<file path="config.mk">
export PLATFORM = sky130hd
export DESIGN_NAME = xlat_rsp_fanout
export DESIGN_NICKNAME = d
export VERILOG_FILES = /design/src/rtl/xlat_rsp_fanout.sv
export SDC_FILE = /design/constraint.sdc
export NUM_CORES = 1
export LEC_CHECK = 0
export BUFFER_PORTS_ARGS = -buffer_cell sky130_fd_sc_hd__buf_2
export CAP_MARGIN = 20
export CORE_ASPECT_RATIO = 1.25
export CORE_MARGIN = 2
export CORE_UTILIZATION = 44
export DETAILED_ROUTE_END_ITERATION = 10
export GPL_TIMING_DRIVEN = 0
export PLACE_DENSITY = 0.71
export SKIP_CTS_REPAIR_TIMING = 1
export SYNTH_ARGS = -nofsm -noshare
export SYNTH_HDL_FRONTEND = slang
export SYNTH_SLANG_ARGS = --single-unit
</file>
<file path="constraint.sdc">
create_clock -name clk -period 2.6 [get_ports clk]
set_input_delay 0.52 -clock clk [delete_from_list [all_inputs] [get_ports clk]]
set_output_delay 0.52 -clock clk [all_outputs]
set_load 0.1 [all_outputs]
</file>
<file path="src/rtl/xlat_rsp_fanout.sv">
module xlat_rsp_fanout #(
  parameter int VA_W     = 32,
  parameter int PA_W     = 36,
  parameter int NPORT    = 4,
  parameter int CNT_W    = 4,
  parameter int LVL_W    = 2,
  parameter int SMALL_SH = 12,
  parameter int LARGE_SH = 21
) (
  input  logic                     clk,
  input  logic                     rst_n,
  input  logic                     rsp_valid,
  output logic                     rsp_ready,
  input  logic [VA_W-1:0]          rsp_vaddr,
  input  logic [PA_W-1:0]          rsp_paddr,
  input  logic                     rsp_huge,
  input  logic                     rsp_uncache,
  input  logic                     rsp_ok,
  input  logic [LVL_W-1:0]         rsp_level,
  output logic [VA_W-1:0]          tbl_key,
  output logic [CNT_W-1:0]         tbl_idx,
  input  logic                     tbl_hit,
  input  logic [CNT_W-1:0]         tbl_cnt,
  input  logic [VA_W-1:0]          tbl_va,
  input  logic [$clog2(NPORT)-1:0] tbl_port,
  input  logic                     tbl_pf,
  output logic                     tbl_free,
  output logic [VA_W-1:0]          tbl_free_key,
  output logic [NPORT-1:0]         up_valid,
  output logic [PA_W-1:0]          up_paddr,
  output logic [VA_W-1:0]          up_vaddr,
  output logic                     up_uncache,
  output logic                     up_ok,
  output logic [LVL_W-1:0]         up_level,
  output logic                     up_pop,
  output logic                     err_flag
);

  localparam logic [VA_W-1:0] VM_S = VA_W'((64'd1 << SMALL_SH) - 64'd1);
  localparam logic [VA_W-1:0] VM_L = VA_W'((64'd1 << LARGE_SH) - 64'd1);
  localparam logic [PA_W-1:0] PM_S = PA_W'((64'd1 << SMALL_SH) - 64'd1);
  localparam logic [PA_W-1:0] PM_L = PA_W'((64'd1 << LARGE_SH) - 64'd1);

  logic             busy_q;
  logic [VA_W-1:0]  key_q;
  logic [PA_W-1:0]  paddr_q;
  logic             huge_q, unc_q, ok_q;
  logic [LVL_W-1:0] lvl_q;
  logic [CNT_W-1:0] idx_q, last_q;

  logic [NPORT-1:0] upv_q;
  logic [PA_W-1:0]  upa_q;
  logic [VA_W-1:0]  uva_q, fkey_q;
  logic             uunc_q, uok_q, upop_q, free_q, err_q;
  logic [LVL_W-1:0] ulvl_q;

  logic [VA_W-1:0] rsp_key;
  logic            accept, found, at_last;
  logic [VA_W-1:0] vmask;
  logic [PA_W-1:0] pmask, rebuilt;

  assign rsp_key  = rsp_vaddr & ~(rsp_huge ? VM_L : VM_S);
  assign rsp_ready = ~busy_q;
  assign accept   = rsp_valid & ~busy_q;
  assign tbl_key  = busy_q ? key_q : rsp_key;
  assign tbl_idx  = busy_q ? idx_q : '0;
  assign found    = tbl_hit && (tbl_cnt != '0);
  assign at_last  = busy_q && (idx_q == last_q);
  assign vmask    = huge_q ? VM_L : VM_S;
  assign pmask    = huge_q ? PM_L : PM_S;
  assign rebuilt  = (paddr_q & ~pmask) | PA_W'(tbl_va & vmask);

  always_ff @(posedge clk) begin
    if (!rst_n) begin
      busy_q  <= 1'b0;
      key_q   <= '0;
      paddr_q <= '0;
      huge_q  <= 1'b0;
      unc_q   <= 1'b0;
      ok_q    <= 1'b0;
      lvl_q   <= '0;
      idx_q   <= '0;
      last_q  <= '0;
      err_q   <= 1'b0;
    end else if (accept) begin
      if (found) begin
        busy_q  <= 1'b1;
        key_q   <= rsp_key;
        paddr_q <= rsp_paddr;
        huge_q  <= rsp_huge;
        unc_q   <= rsp_uncache;
        ok_q    <= rsp_ok;
        lvl_q   <= rsp_level;
        idx_q   <= '0;
        last_q  <= tbl_cnt - 1'b1;
      end else begin
        err_q <= 1'b1;
      end
    end else if (busy_q) begin
      idx_q <= idx_q + 1'b1;
      if (at_last) busy_q <= 1'b0;
    end
  end

  always_ff @(posedge clk) begin
    if (!rst_n) begin
      upv_q  <= '0;
      upa_q  <= '0;
      uva_q  <= '0;
      uunc_q <= 1'b0;
      uok_q  <= 1'b0;
      ulvl_q <= '0;
      upop_q <= 1'b0;
      free_q <= 1'b0;
      fkey_q <= '0;
    end else begin
      upv_q  <= busy_q ? (NPORT'(1) << tbl_port) : '0;
      upa_q  <= (idx_q == '0) ? paddr_q : rebuilt;
      uva_q  <= tbl_va;
      uunc_q <= unc_q;
      uok_q  <= ok_q;
      ulvl_q <= lvl_q;
      upop_q <= busy_q && !tbl_pf;
      free_q <= at_last;
      fkey_q <= key_q;
    end
  end

  assign up_valid     = upv_q;
  assign up_paddr     = upa_q;
  assign up_vaddr     = uva_q;
  assign up_uncache   = uunc_q;
  assign up_ok        = uok_q;
  assign up_level     = ulvl_q;
  assign up_pop       = upop_q;
  assign tbl_free     = free_q;
  assign tbl_free_key = fkey_q;
  assign err_flag     = err_q;

  p_onehot_port_r6: assert property (@(posedge clk) disable iff (!rst_n)
    $onehot0(up_valid));

  p_ready_drops_r1: assert property (@(posedge clk) disable iff (!rst_n)
    (rsp_valid && rsp_ready && tbl_hit && tbl_cnt != '0) |=> !rsp_ready);

  p_leader_exact_r3: assert property (@(posedge clk) disable iff (!rst_n)
    (rsp_valid && rsp_ready && tbl_hit && tbl_cnt != '0) |=> ##1 (up_paddr == $past(rsp_paddr, 2)));

  p_free_when_idle_r8: assert property (@(posedge clk) disable iff (!rst_n)
    tbl_free |-> rsp_ready);

  p_err_sticky_r9: assert property (@(posedge clk) disable iff (!rst_n)
    err_flag |=> err_flag);

  p_miss_quiet_r9: assert property (@(posedge clk) disable iff (!rst_n)
    (rsp_valid && rsp_ready && !(tbl_hit && tbl_cnt != '0)) |=> (rsp_ready && !tbl_free && err_flag));

endmodule

</file>
==> metrics.cfg, run 1 <==
[job]
drv_cap=0

[timing]
setup_viol=0
relSlewSlack_pct=55.9
worst_slew_pin_slew_ps=662
final.setup_skew_ps=11.0
rsz0062_at_grt=no
finalCritPeriodShare_pct=95.3
slew_viol_final=0
fmax_mhz=404
hold_viol=0
fin_crit_ps=2480
timing.final.ws_setup_ps=123

[logic_synthesis]
synth_top_area_cell=dfxtp_1
synth_top_area_share_pct=54.2
synth-seq-cells=169
netlist_area_mm2=0.00625
synth.distinct_cells=39
yosysSeqAreaShare_pct=54.2
synthMostInstantiatedCell=dfxtp_1
yosys-top-cells-area=dfxtp_1 54%, and2_1 7.3%, a21oi_1 7.0%, o21ai_0 6.3%, nand3_1 3.4%
synthFlopType=dfxtp_1
synth_edf_count=0
avgSynthCellArea_um2=9.41
synthTopCellsByCount=169 x dfxtp_1, 88 x a21oi_1, 79 x o21ai_0, 73 x and2_1, 43 x nand3_1
synthArstFlopShare_pct=0
synthesis.instances=664
ys_warn_count=0

[pwr]
p_int_mw=4.46
pwr-share-comb_pct=20.7
clockPowerShare_pct=38.0
seq_power_share_pct=41.3
p_leak_nw=3.74
switching_share_pct=32.9
power_switching_mw=2.18
power_density_mw_per_mm2=796
irDropWorstVdd_mv=0.465

[final_layout]
fill_cells=1240
drive_above_1_share_pct=36.3
area_growth_pct=33.5
multi_input_area_mm2=0.00252
seq_area_mm2=0.00338
post-route-cell-area_mm2=0.00834
final_nets=1051

[worst_setup_path]
cp-start-kind=register
reg2reg_from=idx_q[0]
cp.arrival_ps=1960
path_class=register to primary output
cp-end-kind=primary output
setup.worst_path.start=busy_q
crit_required_ps=2080
crit_fanout=10

[placement]
postPlaceCellArea_mm2=0.00771
gp_congestion=0.814
dpl_worst_slack_ps=273
port_buffers=226
hpwl_um=12400

[clock_network]
cts_tree=done
insertion_delay_ps=420
cts_root_buffer=clkbuf_16
cts.htree.levels=4
clkTransAtPathRegs_ps=60
cts-buffers-inserted=17
clockBufferDepth=2
cts_sinks=169

[route]
drc=0
drtAntennaViolNets=0
drt_iter0_drc=246
drt-vias-per-instance=4.89
routedWlPerCell_um=14.8
first_pass_iters=4
wirelength_um=16600
num_vias=5481

[floorplanning]
dieArea_mm2=0.0152
fp-row-count=48
ioPinCount=264
fp.dieH_um=137
coreArea_mm2=0.0139
start_util_pct=45.0
die_x_um=111

[global_route]
grt_first_pass_wirelength_um=25300
track_usage_pct=21.1
grt_max_degree=17
first_global_vias=5112
antenna_found_initial=1
grt_overflow_total=0

[worst_hold_path]
min_path_type=input pin to register
worst_hold_startpoint=tbl_pf

[status]
outcome=finished clean

==> sequential cells by signal (all words and copies together), names as in the netlist, 2 cells and up <==
name and count:
paddr_q 36, up_paddr 36, up_vaddr 32, key_q 20, tbl_free_key 20, idx_q 4
last_q 4, up_valid 4, lvl_q 2, up_level 2
==> per-layer routing <==
| metal | part of all wire (%) | global-route usage [%] | vias up |
|---|---|---|---|
| met1 | 40 | 23.9 | 2522 |
| li1 | - | - | 2739 |
| met3 | 5.1 | 4.58 | 37 |
| met5 | 0 | 0 | - |
| met4 | 2.8 | 9.65 | 0 |
| met2 | 52 | 38.2 | 183 |
==> power by group through the flow <==
stage               registers, mW  clock network [mW]  logic (mW)
detailed placement           2.80                   0        1.37
finish                       2.74                2.53        1.37
global placement             2.80                   0        1.36
floorplan                    3.23                   0       0.661
global route                 2.75                2.68        1.44
CTS                          2.74                2.57        1.37
==> final cells by class <==
type / instances / area share, %
sequential: 169 / 40.6
multi-input combinational: 433 / 30.2
timing repair buffer: 226 / 13.9
clock buffer: 20 / 5.47
buffer: 78 / 5.20
tap: 175 / 2.62
clock inverter: 11 / 1.63
inverter: 7 / 0.315
antenna: 2 / 0.0600
==> final timing paths <==
kind | to | slack, ps | depth (start not counted)
hold reg to reg | up_level[1] | 450 | 1
hold / removal | up_pop | 260 | 2
setup / recovery | tbl_idx[3] | 120 | 4
setup reg to reg | up_paddr[16] | 770 | 6
==> through the flow <==
| step | util (%) | instances | setup TNS [ps] | hold WS [ps] | total power [mW] |
|---|---|---|---|---|---|
| 4_1_cts | 59.9 | 1119 | -407 | 243 | 6.68 |
| 3_5_place_dp | 55.6 | 1088 | 0 | 434 | 4.17 |
| 3_3_place_gp | 55.6 | 1088 | 0 | 431 | 4.16 |
| 5_1_grt | 60.1 | 1120 | 0 | 258 | 6.86 |
| 6_report | 60.1 | 1121 | 0 | 256 | 6.64 |
| 2_1_floorplan | - | 687 | -689 | 423 | 3.89 |
==> cell usage in the layout (no fill, tap or decap), types with 2 or more instances in the layout <==
cell type	count
a21oi_1	88
nor3_1	4
nand2b_1	11
o21ai_0	70
clkbuf_8	2
xnor2_1	3
buf_6	3
nand3_2	19
buf_2	222
nand3_1	43
or3_1	9
nor3b_1	3
clkbuf_1	35
inv_1	6
o21ai_2	8
mux2_2	11
clkbuf_2	7
a211oi_1	4
nand2_1	37
inv_6	3
dfxtp_1	169
clkinvlp_4	4
xor2_1	5
clkbuf_16	17
clkbuf_4	11
conb_1	24
nor2_1	3
bufinv_16	2
o22ai_1	2
ha_1	3
and2_1	73
buf_4	27
diode_2	2
==> critical path, cell delays in order (launching register included) <==
cell and delay [ps]:
dfxtp_1 380, buf_2 290, clkbuf_2 340, and2_1 190, clkbuf_4 330
==> kinds of logic after synthesis <==
kind of cell | share of synthesized area (%)
simple gates | 20.5
mux | 1.98
compound gates | 14.3
flops | 54.2
buf+inv | 7.31
fa+ha+maj | 0.601
other cells | 0.0600
xor+xnor | 1.12
Power figures use the tool's default switching activity.
==> inputs of run 2 (changes only) <==
==> constraint.sdc (replaced) <==
create_clock -name clk -period 2.6 [get_ports clk]
set_input_delay 0.13 -clock clk [delete_from_list [all_inputs] [get_ports clk]]
set_output_delay 0.13 -clock clk [all_outputs]
set_load 0.1 [all_outputs]
==> metrics.cfg, run 2 (synthesized netlist as in run 1, its figures left out) <==
[route]
routedWlPerCell_um=15.2
drt_iter0_drc=365
first_pass_iters=5
drt-vias-per-instance=4.96
num_vias=5965
drc=0
drtAntennaViolNets=0
wirelength_um=18300

[clock_network]
cts.htree.levels=4
cts_tree=done
cts-buffers-inserted=17
clockBufferDepth=2
cts_root_buffer=clkbuf_16
cts_sinks=169
insertion_delay_ps=430
clkTransAtPathRegs_ps=60

[floorplanning]
ioPinCount=264
die_x_um=111
start_util_pct=45.0
dieArea_mm2=0.0152
fp-row-count=48
fp.dieH_um=137
coreArea_mm2=0.0139

[worst_hold_path]
whs_path_depth=3
hold_end=ok_q
worst_hold_startpoint=rsp_ok
min_path_type=input pin to register

[final_layout]
final_common_cell=buf_2
post-route-cell-area_mm2=0.00909
layout_common_cells=233 x buf_2, 169 x dfxtp_1, 88 x a21oi_1
fill_cells=1140
post-route-util_pct=65.5
n_antenna_cell=0
drive_above_1_share_pct=31.9
final_nets=1136
area_growth_pct=45.5

[pwr]
seq_power_share_pct=41.3
switching_share_pct=32.2
clockPowerShare_pct=36.5
p_int_mw=4.50
p_leak_nw=4.06
power_switching_mw=2.14
power_density_mw_per_mm2=731
irDropWorstVdd_mv=0.465
pwr-share-comb_pct=22.2

[worst_setup_path]
reg2reg_depth=6
crit_fanout=10
crit_required_ps=2470
cp.arrival_ps=2120
reg2reg_slack_ps=730
cp-end-kind=primary output
r2r_end=up_paddr[14]
cp-start-kind=register
path_class=register to primary output
reg2reg_from=idx_q[0]

[status]
outcome=complete, but fails checks
violations=negative hold slack

[placement]
hpwl_um=12400
postPlaceCellArea_mm2=0.00768
gp_congestion=0.797
port_buffers=226

[timing]
rsz0062_at_grt=no
fin_crit_ps=2250
relSlewSlack_pct=55.5
final.setup_skew_ps=16.2
fmax_mhz=444
slew_viol_final=0
setup_viol=0
setup_tns_ps=0
worst_slew_pin_slew_ps=667
fin_hold_ws_ps=-32.9
hold_viol=3
finalCritPeriodShare_pct=86.5

[global_route]
track_usage_pct=21.7
grt_max_degree=17
grt_overflow_total=0
grt_first_pass_wirelength_um=25900
first_global_vias=5173
antenna_found_initial=0

[job]
drv_cap=0

run 2: cell count changes in the layout (fill, tap and decap cells not counted), moves of 3 or more:
cell	change
clkbuf_1	+4
o21ai_0	+9
clkbuf_4	-11
clkbuf_2	-3
buf_2	+11
o21ai_2	-8
dlygate4sd3_1	+85
run 2: stage by stage:
step / worst slack, ps / total power [mW] / cells
final: 350 / 6.64 / 1202
after global routing: 197 / 6.87 / 1202
after CTS: 347 / 6.57 / 1117
after detailed placement: 803 / 4.16 / 1088
after global placement: 811 / 4.16 / 1088
after floorplan: -312 / 3.88 / 687
run 2: power by group through the flow:
stage | sequential [mW] | combinational (mW) | clock (mW)
2_1_floorplan | 3.23 | 0.653 | 0
3_3_place_gp | 2.80 | 1.36 | 0
3_5_place_dp | 2.80 | 1.36 | 0
4_1_cts | 2.74 | 1.37 | 2.46
5_1_grt | 2.75 | 1.54 | 2.57
6_report | 2.75 | 1.47 | 2.43
run 2: layer usage:
layer  up-vias  GRT usage, %  share of wire [%]
met2       244          37.9                 53
li1       2904             -                  -
met1      2770          25.0                 39
met5         -             0                  0
met3        47          5.46                5.4
met4         0          10.4                3.1
run 2: worst max path at each step:
stage | start | to | slack [ps]
6_report | busy_q | tbl_key[13] | 350
4_1_cts | busy_q | tbl_key[14] | 350
3_3_place_gp | busy_q | tbl_key[14] | 810
3_5_place_dp | idx_q[0] | up_paddr[18] | 800
2_1_floorplan | busy_q | tbl_key[12] | -310
5_1_grt | busy_q | tbl_key[12] | 200
run 2: worst max-delay path, stage by stage, from the launching register on:
cell and delay, ps:
dfxtp_1 380, buf_2 270, clkbuf_1 380, nand2_1 80, o21ai_0 110, buf_2 470
run 2: layout make-up:
| type | count | area, um^2 | area share [%] |
|---|---|---|---|
| Sequential cell | 169 | 3380 | 37.2 |
| Buffer | 78 | 430 | 4.73 |
| Tap cell | 175 | 219 | 2.41 |
| Multi-Input combinational cell | 433 | 2490 | 27.4 |
| Timing Repair Buffer | 311 | 1980 | 21.8 |
| Clock inverter | 7 | 93.8 | 1.03 |
| Inverter | 7 | 26.3 | 0.289 |
| Clock buffer | 22 | 464 | 5.11 |
